$ cat config.mk
export PLATFORM = sky130hd
export DESIGN_NAME = frame_aligner
export DESIGN_NICKNAME = d
export VERILOG_FILES = /design/src/rtl/frame_align_pkg.sv /design/src/rtl/frame_match.sv /design/src/rtl/run_counter.sv /design/src/rtl/settle_timer.sv /design/src/rtl/frame_aligner.sv
export SDC_FILE = /design/constraint.sdc
export NUM_CORES = 1
export LEC_CHECK = 0
export BUFFER_PORTS_ARGS = -buffer_cell sky130_fd_sc_hd__buf_4
export CAP_MARGIN = 0
export CORE_MARGIN = 5
export CORE_UTILIZATION = 49
export CTS_BUF_LIST = sky130_fd_sc_hd__clkbuf_8 sky130_fd_sc_hd__clkbuf_16
export CTS_CLUSTER_SIZE = 16
export DETAILED_ROUTE_END_ITERATION = 16
export GPL_TIMING_DRIVEN = 0
export PLACE_DENSITY = 0.71
export SLEW_MARGIN = 20
export SYNTH_ARGS = -nofsm -noshare
export SYNTH_HDL_FRONTEND = slang
export SYNTH_SLANG_ARGS = --single-unit
$ cat constraint.sdc
create_clock -name clk -period 2 [get_ports clk]
set_input_delay 0.4 -clock clk [delete_from_list [all_inputs] [get_ports clk]]
set_output_delay 0.4 -clock clk [all_outputs]
set_load 0.02 [all_outputs]
$ cat src/rtl/frame_align_pkg.sv
// Shared types for the frame word alignment controller.
package frame_align_pkg;
    typedef enum logic [1:0] {
        ST_SEARCH = 2'd0,   // comparing words, slip on mismatch
        ST_SETTLE = 2'd1,   // waiting for deserializer output after a slip
        ST_LOCKED = 2'd2    // boundary found, watching for loss
    } align_state_t;
endpackage

$ cat src/rtl/frame_match.sv
// Pattern comparator: flags when the frame-lane word equals the training
// pattern. Assumes the word is stable from the deserializer each cycle.
module frame_match #(
    parameter int                WORD_W  = 14,
    parameter logic [WORD_W-1:0] PATTERN = 14'h3F80
) (
    input  logic [WORD_W-1:0] word,
    output logic              match
);
    // Full-width equality against the fixed pattern.
    always_comb match = (word == PATTERN);
endmodule

$ cat src/rtl/run_counter.sv
// Consecutive-event counter: counts cycles with hit high, clears on any
// cycle with hit low, and reports the cycle that completes LIMIT hits.
// Assumes LIMIT >= 1; the count wraps to zero on completion.
module run_counter #(
    parameter int LIMIT = 4
) (
    input  logic clk,
    input  logic rst_n,
    input  logic hit,
    output logic reached
);
    localparam int CW = $clog2(LIMIT + 1);
    localparam logic [CW-1:0] LAST = CW'(LIMIT - 1);

    logic [CW-1:0] cnt;

    // Completion is seen combinationally in the cycle of the last hit.
    always_comb reached = hit && (cnt == LAST);

    // Track the length of the current unbroken run of hits.
    always_ff @(posedge clk) begin
        if (!rst_n || !hit) cnt <= '0;
        else if (cnt == LAST) cnt <= '0;
        else cnt <= cnt + 1'b1;
    end
endmodule

$ cat src/rtl/settle_timer.sv
// Settle window timer: loading starts a window of CYC cycles; done is
// high once the window has run out. Assumes CYC >= 1.
module settle_timer #(
    parameter int CYC = 3
) (
    input  logic clk,
    input  logic rst_n,
    input  logic load,
    output logic done
);
    localparam int CW = $clog2(CYC + 1);

    logic [CW-1:0] cnt;

    // Window has expired when the count is back at zero.
    always_comb done = (cnt == '0);

    // Load on a slip, otherwise count down to zero and hold.
    always_ff @(posedge clk) begin
        if (!rst_n) cnt <= '0;
        else if (load) cnt <= CW'(CYC - 1);
        else if (cnt != '0) cnt <= cnt - 1'b1;
    end
endmodule

$ cat src/rtl/frame_aligner.sv
// Frame word alignment controller. Compares the frame-lane word with a
// training pattern. On a mismatch during search it pulses one shared slip
// to the frame lane and all data lanes, then ignores SETTLE_CYC words.
// Lock needs LOCK_MATCHES matches in a row; loss needs LOSS_MISSES
// mismatches in a row. An error flag is raised when more than WORD_W slips
// pass without lock. Assumes a slip moves the deserializer boundary by one
// bit within the settle window. Synchronous active-low reset.
module frame_aligner #(
    parameter int                WORD_W       = 14,
    parameter logic [WORD_W-1:0] PATTERN      = 14'h3F80,
    parameter int                DATA_LANES   = 4,
    parameter int                LOCK_MATCHES = 4,
    parameter int                LOSS_MISSES  = 4,
    parameter int                SETTLE_CYC   = 3
) (
    input  logic                  clk,
    input  logic                  rst_n,
    input  logic [WORD_W-1:0]     frame_word,
    output logic                  frame_slip,
    output logic [DATA_LANES-1:0] data_slip,
    output logic                  aligned,
    output logic                  align_err
);
    import frame_align_pkg::*;

    localparam int SC_W = $clog2(WORD_W + 2);
    localparam logic [SC_W-1:0] SLIP_BUDGET = SC_W'(WORD_W);

    align_state_t    state;
    logic            match, search_hit, search_miss, locked_miss;
    logic            lock_now, loss_now, settle_done;
    logic [SC_W-1:0] slip_cnt;

    frame_match #(.WORD_W(WORD_W), .PATTERN(PATTERN)) u_match (
        .word  (frame_word),
        .match (match)
    );

    // Qualify the comparison by the state it happens in.
    always_comb begin
        search_hit  = (state == ST_SEARCH) && match;
        search_miss = (state == ST_SEARCH) && !match;
        locked_miss = (state == ST_LOCKED) && !match;
    end

    run_counter #(.LIMIT(LOCK_MATCHES)) u_hit_run (
        .clk (clk), .rst_n (rst_n), .hit (search_hit), .reached (lock_now)
    );

    run_counter #(.LIMIT(LOSS_MISSES)) u_miss_run (
        .clk (clk), .rst_n (rst_n), .hit (locked_miss), .reached (loss_now)
    );

    settle_timer #(.CYC(SETTLE_CYC)) u_settle (
        .clk (clk), .rst_n (rst_n), .load (search_miss), .done (settle_done)
    );

    // Sequence search, settle and lock.
    always_ff @(posedge clk) begin
        if (!rst_n) state <= ST_SEARCH;
        else begin
            case (state)
                ST_SEARCH: if (lock_now) state <= ST_LOCKED;
                           else if (search_miss) state <= ST_SETTLE;
                ST_SETTLE: if (settle_done) state <= ST_SEARCH;
                ST_LOCKED: if (loss_now) state <= ST_SEARCH;
                default:   state <= ST_SEARCH;
            endcase
        end
    end

    // Lock status, set on a completed match run and cleared on a miss run.
    always_ff @(posedge clk) begin
        if (!rst_n || loss_now) aligned <= 1'b0;
        else if (lock_now) aligned <= 1'b1;
    end

    // Count slips since reset or lock, saturating one past the budget.
    always_ff @(posedge clk) begin
        if (!rst_n || lock_now || loss_now) slip_cnt <= '0;
        else if (search_miss && slip_cnt <= SLIP_BUDGET) slip_cnt <= slip_cnt + 1'b1;
    end

    // Error flag: a slip issued with the budget already spent.
    always_ff @(posedge clk) begin
        if (!rst_n || lock_now) align_err <= 1'b0;
        else if (search_miss && slip_cnt >= SLIP_BUDGET) align_err <= 1'b1;
    end

    // Frame-lane slip register.
    always_ff @(posedge clk) begin
        if (!rst_n) frame_slip <= 1'b0;
        else frame_slip <= search_miss;
    end

    // One slip register per data lane, to keep fanout local to each lane.
    for (genvar g = 0; g < DATA_LANES; g++) begin : g_lane
        always_ff @(posedge clk) begin
            if (!rst_n) data_slip[g] <= 1'b0;
            else data_slip[g] <= search_miss;
        end
    end
endmodule

==> results of run 1 <==
==> cells in the final DEF, fill, tap and decap left out, types with 2 or more instances in the layout <==
| master | instances |
|---|---|
| buf_4 | 25 |
| dfxtp_1 | 17 |
| nor2_1 | 11 |
| inv_1 | 8 |
| ha_1 | 6 |
| nand2_1 | 4 |
| o21ai_0 | 4 |
| a21oi_1 | 4 |
| nand2b_1 | 3 |
| clkbuf_8 | 3 |
| nand4_1 | 2 |
| or4_4 | 2 |
| a21boi_0 | 2 |
| o41ai_1 | 2 |
| or3_1 | 2 |
| o211ai_1 | 2 |
==> sequential cells by signal, summed over array words and instances, names as in the netlist <==
signal          flops
state               2
u_hit_run.cnt       3
u_settle.cnt        2
u_miss_run.cnt      3
align_err           1
aligned             1
data_slip           1
slip_cnt            4
==> layer usage <==
| metal | part of all wire | vias up | GRT usage |
|---|---|---|---|
| met5 | 0 | - | 0 |
| met4 | 0.0084 | 0 | 0.0480 |
| met3 | 0.14 | 2 | 0.0729 |
| met2 | 0.41 | 24 | 0.208 |
| met1 | 0.44 | 309 | 0.155 |
| li1 | - | 363 | - |
==> worst paths after layout <==
path | from | endpoint | slack [ns]
setup / recovery | frame_word[0] | align_err | 0.22
hold / removal | u_hit_run.cnt[0] | u_hit_run.cnt[0] | 0.42
setup reg to reg | state[1] | slip_cnt[3] | 0.46
hold reg to reg | u_hit_run.cnt[0] | u_hit_run.cnt[0] | 0.42
==> cell type report <==
class	count	area share
Clock inverter	1	0.00469
Sequential cell	17	0.319
Tap cell	17	0.0200
Timing Repair Buffer	21	0.148
Multi-Input combinational cell	57	0.405
Buffer	6	0.0364
Clock buffer	3	0.0387
Inverter	8	0.0282
==> cells by family after synthesis <==
family,Yosys count,synth area share
flops,17,0.405
fa+ha+maj,6,0.0893
buf+inv,14,0.0818
compound gates,19,0.171
mux,1,0.0119
simple gates,31,0.241
==> Yosys cell counts <==
cell type / number / area [um^2]
nand4_1: 2 / 12.5
clkbuf_1: 1 / 3.75
and4b_1: 1 / 10.0
buf_4: 4 / 30.0
dfxtp_1: 17 / 340
a21oi_1: 4 / 20.0
o31ai_1: 1 / 7.51
mux2i_1: 1 / 10.0
nand4bb_4: 1 / 27.5
a21boi_0: 2 / 15.0
ha_1: 6 / 75.1
a31oi_1: 1 / 6.26
or3_1: 2 / 12.5
inv_1: 8 / 30.0
and3_2: 1 / 7.51
o41ai_2: 1 / 16.3
o221a_1: 1 / 11.3
buf_2: 1 / 5.00
nand2_1: 4 / 15.0
nor4_2: 1 / 12.5
or4_4: 2 / 22.5
nand4b_1: 1 / 8.76
nor2_1: 11 / 41.3
o21ai_0: 4 / 20.0
o41ai_1: 2 / 17.5
o221ai_2: 1 / 15.0
nor2b_1: 1 / 6.26
o211ai_1: 2 / 15.0
nand2b_1: 3 / 18.8
or4_1: 1 / 7.51
==> worst reg2reg max path: cells and delay by family, from the launching register on <==
kind / cells / cell delay [ns]
simple gates: 1 / 0.27
flops: 1 / 0.33
buf+inv: 1 / 0.20
compound gates: 3 / 0.61
==> through the flow <==
step / setup TNS (ns) / util / total power (uW) / setup slack [ns]
floorplan: 0 / - / 423 / 0.230
finish: 0 / 0.638 / 710 / 0.215
global route: 0 / 0.638 / 744 / 0.102
global placement: -0.00254 / 0.610 / 463 / -0.00254
detailed placement: -0.0823 / 0.610 / 466 / -0.0649
CTS: 0 / 0.638 / 714 / 0.202
==> power by group <==
| group | switching (uW) | internal [uW] |
|---|---|---|
| registers | 10.8 | 350 |
| clock network | 113 | 138 |
| logic | 44.0 | 54.5 |
==> results.json, run 1 <==
{
  "finalSetupViolCount": 0,
  "initial_core_util": 0.503,
  "grt_antenna_before_repair": 0,
  "ys_types": 30,
  "syn_to_final_growth_pct": 26.8,
  "ir_worst_vdd_v": 0.000644,
  "yosys_register_bits": 17,
  "synthesis.area_um2": 841,
  "wirelength_mm": 1.55,
  "drc": 0,
  "finalMaxSlewViolations": 0,
  "die_area_mm2": 0.00264,
  "clk_latency_ns": 0.25,
  "grt_pass1_wl_mm": 2.70,
  "cts_buffer_depth": 2,
  "arrival_ns": 1.92,
  "final_antenna_net_count": 0,
  "final.min_clock_period_ns": 1.78,
  "num_io_pins": 23,
  "cts_resized": 0,
  "worstSetupPathDepth": 6,
  "fp.dieH_um": 51.4,
  "finClkSkew_ns": 0.00301,
  "slowest_delay_ns": 0.56,
  "status": "finished, final reports clean",
  "htree_levels": 1,
  "p_leak_uw": 0.000435,
  "start_kind": "input port",
  "placed_cells": 126,
  "drive_gt1_frac": 0.327,
  "grt-ovfl-total": 0,
  "clkTransAtPathRegs_ns": 0.07,
  "routed-via-count": 698,
  "drt_iter0_drc": 14,
  "rsz0062_at_grt": "no",
  "numCtsBuffers": 3,
  "post-route-period-util": 0.892,
  "worstMarginPinSlew_ns": 0.440,
  "endpoint_kind": "flip-flop",
  "multi_input_area_um2": 432,
  "num_rows": 15,
  "drt_first_pass_iters": 4,
  "post-cts-setup-buffers": 0,
  "die_w_um": 51.4,
  "avgSynthCellArea_um2": 9.55,
  "crit_family": "simple AND/OR/NAND/NOR gates",
  "diodes": 0,
  "path_buf_inv": 2,
  "fmax_ghz": 0.560,
  "reg2reg_depth": 5,
  "cts_root_buffer": "clkbuf_8",
  "grt_pass1_vias": 646,
  "fin_area_mm2": 0.00107,
  "cts_tree": "built",
  "hold_buffers": 0,
  "whs_path_depth": 1,
  "synth_cells": 88,
  "synth_seq_area_share": 0.405,
  "cp_cell_sequence": "buf_4, or4_4, o41ai_2, buf_2, nor2_1, o221a_1",
  "grt.total_usage": 0.134,
  "instances_no_fill": 130,
  "power.density_mw_per_mm2": 666,
  "worstPathRequired_ns": 2.14,
  "placed_area_mm2": 0.00102,
  "critPathKind": "input port to flip-flop",
  "wl_per_cell_um": 11.9,
  "grt_start_max_net_pins": 11,
  "cts_sinks": 17,
  "final-seq-area_um2": 340,
  "ys_warn_count": 0,
  "port_buffers": 21,
  "hold_path_class": "flip-flop to flip-flop",
  "core_region_area_mm2": 0.00167,
  "drv_cap": 0,
  "whs_ns": 0.422,
  "place_congestion": 0.674,
  "dp.final_hpwl_mm": 1.22,
  "finalHoldViolCount": 0,
  "fin_nets": 136,
  "fill_cells": 154,
  "post_drt_via_cell_ratio": 5.37,
  "cpMaxStageDelayCell": "or4_4",
  "slew_headroom": 0.703,
  "crit_fanout": 10,
  "synth_nets": 110
}
Power figures use the tool's default switching activity.
==> inputs of run 2 (changes only) <==
--- a/config.mk
+++ b/config.mk
@@ -13,7 +13,7 @@
 export CTS_CLUSTER_SIZE = 16
 export DETAILED_ROUTE_END_ITERATION = 16
 export GPL_TIMING_DRIVEN = 0
-export PLACE_DENSITY = 0.71
+export PLACE_DENSITY = 0.75
 export SLEW_MARGIN = 20
 export SYNTH_ARGS = -nofsm -noshare
 export SYNTH_HDL_FRONTEND = slang
==> run 2 against run 1 <==
- global-route usage grew 0.75 points
- sequential share of layout area is essentially flat
- clock power shrank 4%
- largest cell class unchanged
- highest routed layer unchanged
==> results.json, run 2 (synthesis results as in run 1) <==
{
  "rsz0062_at_grt": "no",
  "cts_buffer_depth": 2,
  "post-cts-setup-buffers": 0,
  "r2r_start": "state[1]",
  "post-route-period-util": 0.875,
  "grt_start_max_net_pins": 11,
  "num_io_pins": 23,
  "final.min_clock_period_ns": 1.75,
  "arrival_ns": 1.88,
  "grt-ovfl-total": 0,
  "top_register": "slip_cnt",
  "drc": 0,
  "grt_pass1_vias": 668,
  "drt_iter0_drc": 6,
  "finalHoldViolCount": 0,
  "grt_pass1_wl_mm": 2.91,
  "power_uw": 699,
  "layout_common_cells": "buf_4 (25), dfxtp_1 (17), nor2_1 (11)",
  "hold_buffers": 0,
  "drt_first_pass_iters": 3,
  "dp_slack_ns": -0.00808,
  "worstPathRequired_ns": 2.13,
  "hold_start": "u_hit_run.cnt[0]",
  "finalWorstSetupSlack_ns": 0.249,
  "cts_sinks": 17,
  "drive_gt1_frac": 0.319,
  "fin_nets": 136,
  "die_w_um": 51.4,
  "fill_cells": 150,
  "final_common_cell": "buf_4",
  "slew_headroom": 0.677,
  "p_switching_uw": 159,
  "post_drt_via_cell_ratio": 5.41,
  "hold_path_class": "flip-flop to flip-flop",
  "finalMaxSlewViolations": 0,
  "die_area_mm2": 0.00264,
  "dp.final_hpwl_mm": 1.31,
  "seqPwrFrac": 0.516,
  "syn_to_final_growth_pct": 26.6,
  "cts_tree": "built",
  "status": "finished, final reports clean",
  "critPathKind": "input port to flip-flop",
  "clkTransAtPathRegs_ns": 0.06,
  "ir_worst_vdd_v": 0.000470,
  "finClkSkew_ns": 0.00225,
  "core_region_area_mm2": 0.00167,
  "p_int_uw": 540,
  "diodes": 0,
  "initial_core_util": 0.503,
  "endpoint_kind": "flip-flop",
  "final_antenna_net_count": 0,
  "routed-via-count": 703,
  "finalSetupViolCount": 0,
  "grt_antenna_before_repair": 0,
  "cp-startpoint": "frame_word[0]",
  "port_buffers": 21,
  "crit_fanout": 4,
  "combinationalPowerShare": 0.141,
  "p_clk_frac": 0.343,
  "fp.dieH_um": 51.4,
  "fmax_ghz": 0.571,
  "htree_levels": 1,
  "start_kind": "input port",
  "numCtsBuffers": 3,
  "worstMarginPinSlew_ns": 0.478,
  "largest_register_ff_count": 4,
  "switching_share": 0.228,
  "num_rows": 15,
  "power.density_mw_per_mm2": 656,
  "wirelength_mm": 1.63,
  "clk_latency_ns": 0.24,
  "cts_resized": 0,
  "p_leak_uw": 0.000437,
  "top_regs": "slip_cnt x4, u_hit_run.cnt x3, u_miss_run.cnt x3",
  "cts_root_buffer": "clkbuf_8",
  "grt.total_usage": 0.142,
  "place_congestion": 0.687,
  "drv_cap": 0,
  "wl_per_cell_um": 12.5
}
-- run 2: routing by layer --
metal	part of all wire	track usage
met5	0	0
met1	0.43	0.166
met4	0.0062	0.0393
met3	0.12	0.0525
met2	0.45	0.239
-- run 2: path summary, 6_finish.rpt --
path | end | slack (ns) | cells after the start
max | slip_cnt[1] | 0.25 | 5
min | u_hit_run.cnt[0] | 0.42 | 1
max reg2reg | slip_cnt[3] | 0.47 | 5
min reg2reg | u_hit_run.cnt[0] | 0.42 | 1
-- run 2: through the flow --
step           instances  hold WS (ns)  area [um^2]  setup TNS [ns]  utilization
2_1_floorplan         88         0.399          841               0            -
3_3_place_gp         126         0.408         1020               0        0.610
3_5_place_dp         126         0.417         1020         -0.0107        0.610
4_1_cts              130         0.426         1060               0        0.637
5_1_grt              130         0.445         1060               0        0.637
6_report             130         0.425         1060               0        0.637
-- run 2: area by class of cell --
| class | count | area, um^2 | area share |
|---|---|---|---|
| clock buffer | 3 | 41.3 | 0.0388 |
| buffer | 6 | 38.8 | 0.0364 |
| multi-input combinational | 57 | 432 | 0.405 |
| sequential | 17 | 340 | 0.320 |
| timing repair buffer | 21 | 158 | 0.148 |
| inverter | 8 | 30.0 | 0.0282 |
| clock inverter | 1 | 3.75 | 0.00353 |
| tap | 17 | 21.3 | 0.0200 |
-- run 2: critical path, stage by stage --
cell and delay, ns:
buf_4 0.11, or4_4 0.56, or4_4 0.46, o221ai_2 0.26, nor2_1 0.08
-- run 2: power by group through the flow --
stage | clock (uW) | combinational, uW | sequential [uW]
floorplan | 0 | 55.7 | 367
finish | 240 | 98.8 | 361
CTS | 247 | 100 | 361
detailed placement | 0 | 99.1 | 368
global route | 268 | 110 | 362
global placement | 0 | 96.1 | 367
==> inputs of run 3 (changes only) <==
--- a/config.mk
+++ b/config.mk
@@ -5,15 +5,15 @@
 export SDC_FILE = /design/constraint.sdc
 export NUM_CORES = 1
 export LEC_CHECK = 0
-export BUFFER_PORTS_ARGS = -buffer_cell sky130_fd_sc_hd__buf_4
 export CAP_MARGIN = 0
 export CORE_MARGIN = 5
-export CORE_UTILIZATION = 49
+export CORE_UTILIZATION = 53
 export CTS_BUF_LIST = sky130_fd_sc_hd__clkbuf_8 sky130_fd_sc_hd__clkbuf_16
 export CTS_CLUSTER_SIZE = 16
 export DETAILED_ROUTE_END_ITERATION = 16
+export DONT_BUFFER_PORTS = 1
 export GPL_TIMING_DRIVEN = 0
-export PLACE_DENSITY = 0.75
+export PLACE_DENSITY = 0.71
 export SLEW_MARGIN = 20
 export SYNTH_ARGS = -nofsm -noshare
 export SYNTH_HDL_FRONTEND = slang
==> constraint.sdc (replaced) <==
create_clock -name clk -period 1.55 [get_ports clk]
set_input_delay 0.31 -clock clk [delete_from_list [all_inputs] [get_ports clk]]
set_output_delay 0.31 -clock clk [all_outputs]
set_load 0.02 [all_outputs]
==> run 3 against run 2 <==
- cell count down 16%
- cell area down 11%
- utilization is 1.0 points lower
- sequential power is 29% higher
- via count is 10% lower
- combinational power decreased by 9.2%
- non-clock buffer count shrank 20
- first-iteration DRC count decreased by 67%
- largest cell class unchanged
- wire length down 12%
- sequential cell count is the same
- die area is 6.1% lower
- sequential share of layout area is 4.1 points higher
==> results.json, run 3 (synthesis results as in run 1) <==
{
  "final.min_clock_period_ns": 1.50,
  "p_leak_uw": 0.000341,
  "final_antenna_net_count": 0,
  "finalMaxSlewViolations": 0,
  "wl_per_cell_um": 13.2,
  "die_area_mm2": 0.00248,
  "ir_worst_vdd_v": 0.000566,
  "syn_to_final_growth_pct": 12.4,
  "grt_antenna_before_repair": 0,
  "finalSetupViolCount": 0,
  "die_w_um": 49.8,
  "worstPathRequired_ns": 1.69,
  "drt_iter0_drc": 2,
  "grt-ovfl-total": 0,
  "post_drt_via_cell_ratio": 5.78,
  "fp.dieH_um": 49.8,
  "drt_first_pass_iters": 3,
  "layout_common_cells": "dfxtp_1 (17), nor2_1 (10), inv_1 (9)",
  "final_common_cell": "dfxtp_1",
  "power.density_mw_per_mm2": 926,
  "final_core_util": 0.627,
  "critPathKind": "input port to flip-flop",
  "initial_core_util": 0.558,
  "endpoint_kind": "flip-flop",
  "placed_area_um2": 861,
  "rsz0062_at_grt": "yes",
  "routed-via-count": 630,
  "worstMarginPinSlew_ns": 0.432,
  "num_io_pins": 23,
  "grt_pass1_wl_mm": 2.41,
  "fin_area_um2": 945,
  "drv_cap": 0,
  "htree_levels": 1,
  "core_region_area_mm2": 0.00151,
  "clk_latency_ns": 0.25,
  "top_regs": "slip_cnt x4, u_hit_run.cnt x3, u_miss_run.cnt x3",
  "top_register": "slip_cnt",
  "grt_pass1_vias": 575,
  "cts_sinks": 17,
  "cts_root_buffer": "clkbuf_8",
  "finalHoldViolCount": 0,
  "diodes": 0,
  "post-route-period-util": 0.969,
  "clkTransAtPathRegs_ns": 0.06,
  "cts_buffer_depth": 2,
  "port_buffers": 0,
  "place_congestion": 0.728,
  "grt_start_max_net_pins": 11,
  "wirelength_mm": 1.44,
  "drive_gt1_frac": 0.204,
  "status": "finished, final reports clean",
  "hold_path_class": "input port to flip-flop",
  "arrival_ns": 1.64,
  "fin_nets": 116,
  "cts_tree": "built",
  "num_rows": 14,
  "numCtsBuffers": 3,
  "dp.final_hpwl_mm": 1.09,
  "slew_headroom": 0.709,
  "crit_fanout": 8,
  "finClkSkew_ns": 0.00541,
  "largest_register_ff_count": 4,
  "grt.total_usage": 0.129,
  "drc": 0,
  "whs_ns": 0.386,
  "start_kind": "input port",
  "fmax_ghz": 0.666
}
[run 3: through the flow]
stage	total power (uW)	TNS [ns]	setup slack [ns]	instances
3_5_place_dp	560	-1.98	-0.247	104
6_report	874	0	0.0477	109
5_1_grt	924	-0.00262	-0.00262	109
3_3_place_gp	555	-1.65	-0.217	104
4_1_cts	887	0	0.0194	108
2_1_floorplan	546	-0.834	-0.130	88
[run 3: repair_timing]
item / 4_1_cts / 5_1_grt
gates resized for setup: 1 / 5
setup buffers: 0 / 1
endpoints found under the setup margin: 2 / 5
hold buffers: 0 / 0
[run 3: cell type report]
class                   count  area [um^2]
repair buffers              1         7.51
clock inverters             1         3.75
fillers                   130          562
clock buffers               3         41.3
plain buffers               6         41.3
flip-flops and latches     17          340
multi-input cells          57          460
inverters                   8         30.0
well taps                  16         20.0
[run 3: path summary, 6_finish.rpt]
check | from | endpoint | slack [ns] | cells after the start
worst min register to register | u_hit_run.cnt[0] | u_hit_run.cnt[0] | 0.42 | 1
worst max-delay path | frame_word[0] | align_err | 0.05 | 5
worst min-delay path | frame_word[13] | state[1] | 0.39 | 4
worst max register to register | state[1] | slip_cnt[0] | 0.14 | 5
[run 3: power by group]
part,leakage (uW),switching (uW),internal [uW]
Clock,0.0000269,142,176
Combinational,0.000175,47.7,42.0
Sequential,0.000138,16.3,451
[run 3: critical path: stages]
cell and delay, ns:
or4_4 0.55, o41ai_2 0.28, buf_4 0.22, nor2_1 0.06
o221a_1 0.21
[run 3: layer usage]
| layer | GRT usage | vias to the layer above | share of wire |
|---|---|---|---|
| li1 | - | 320 | - |
| met1 | 0.124 | 292 | 0.42 |
| met2 | 0.212 | 13 | 0.49 |
| met3 | 0.0633 | 5 | 0.062 |
| met4 | 0.0917 | 0 | 0.031 |
| met5 | 0 | - | 0 |
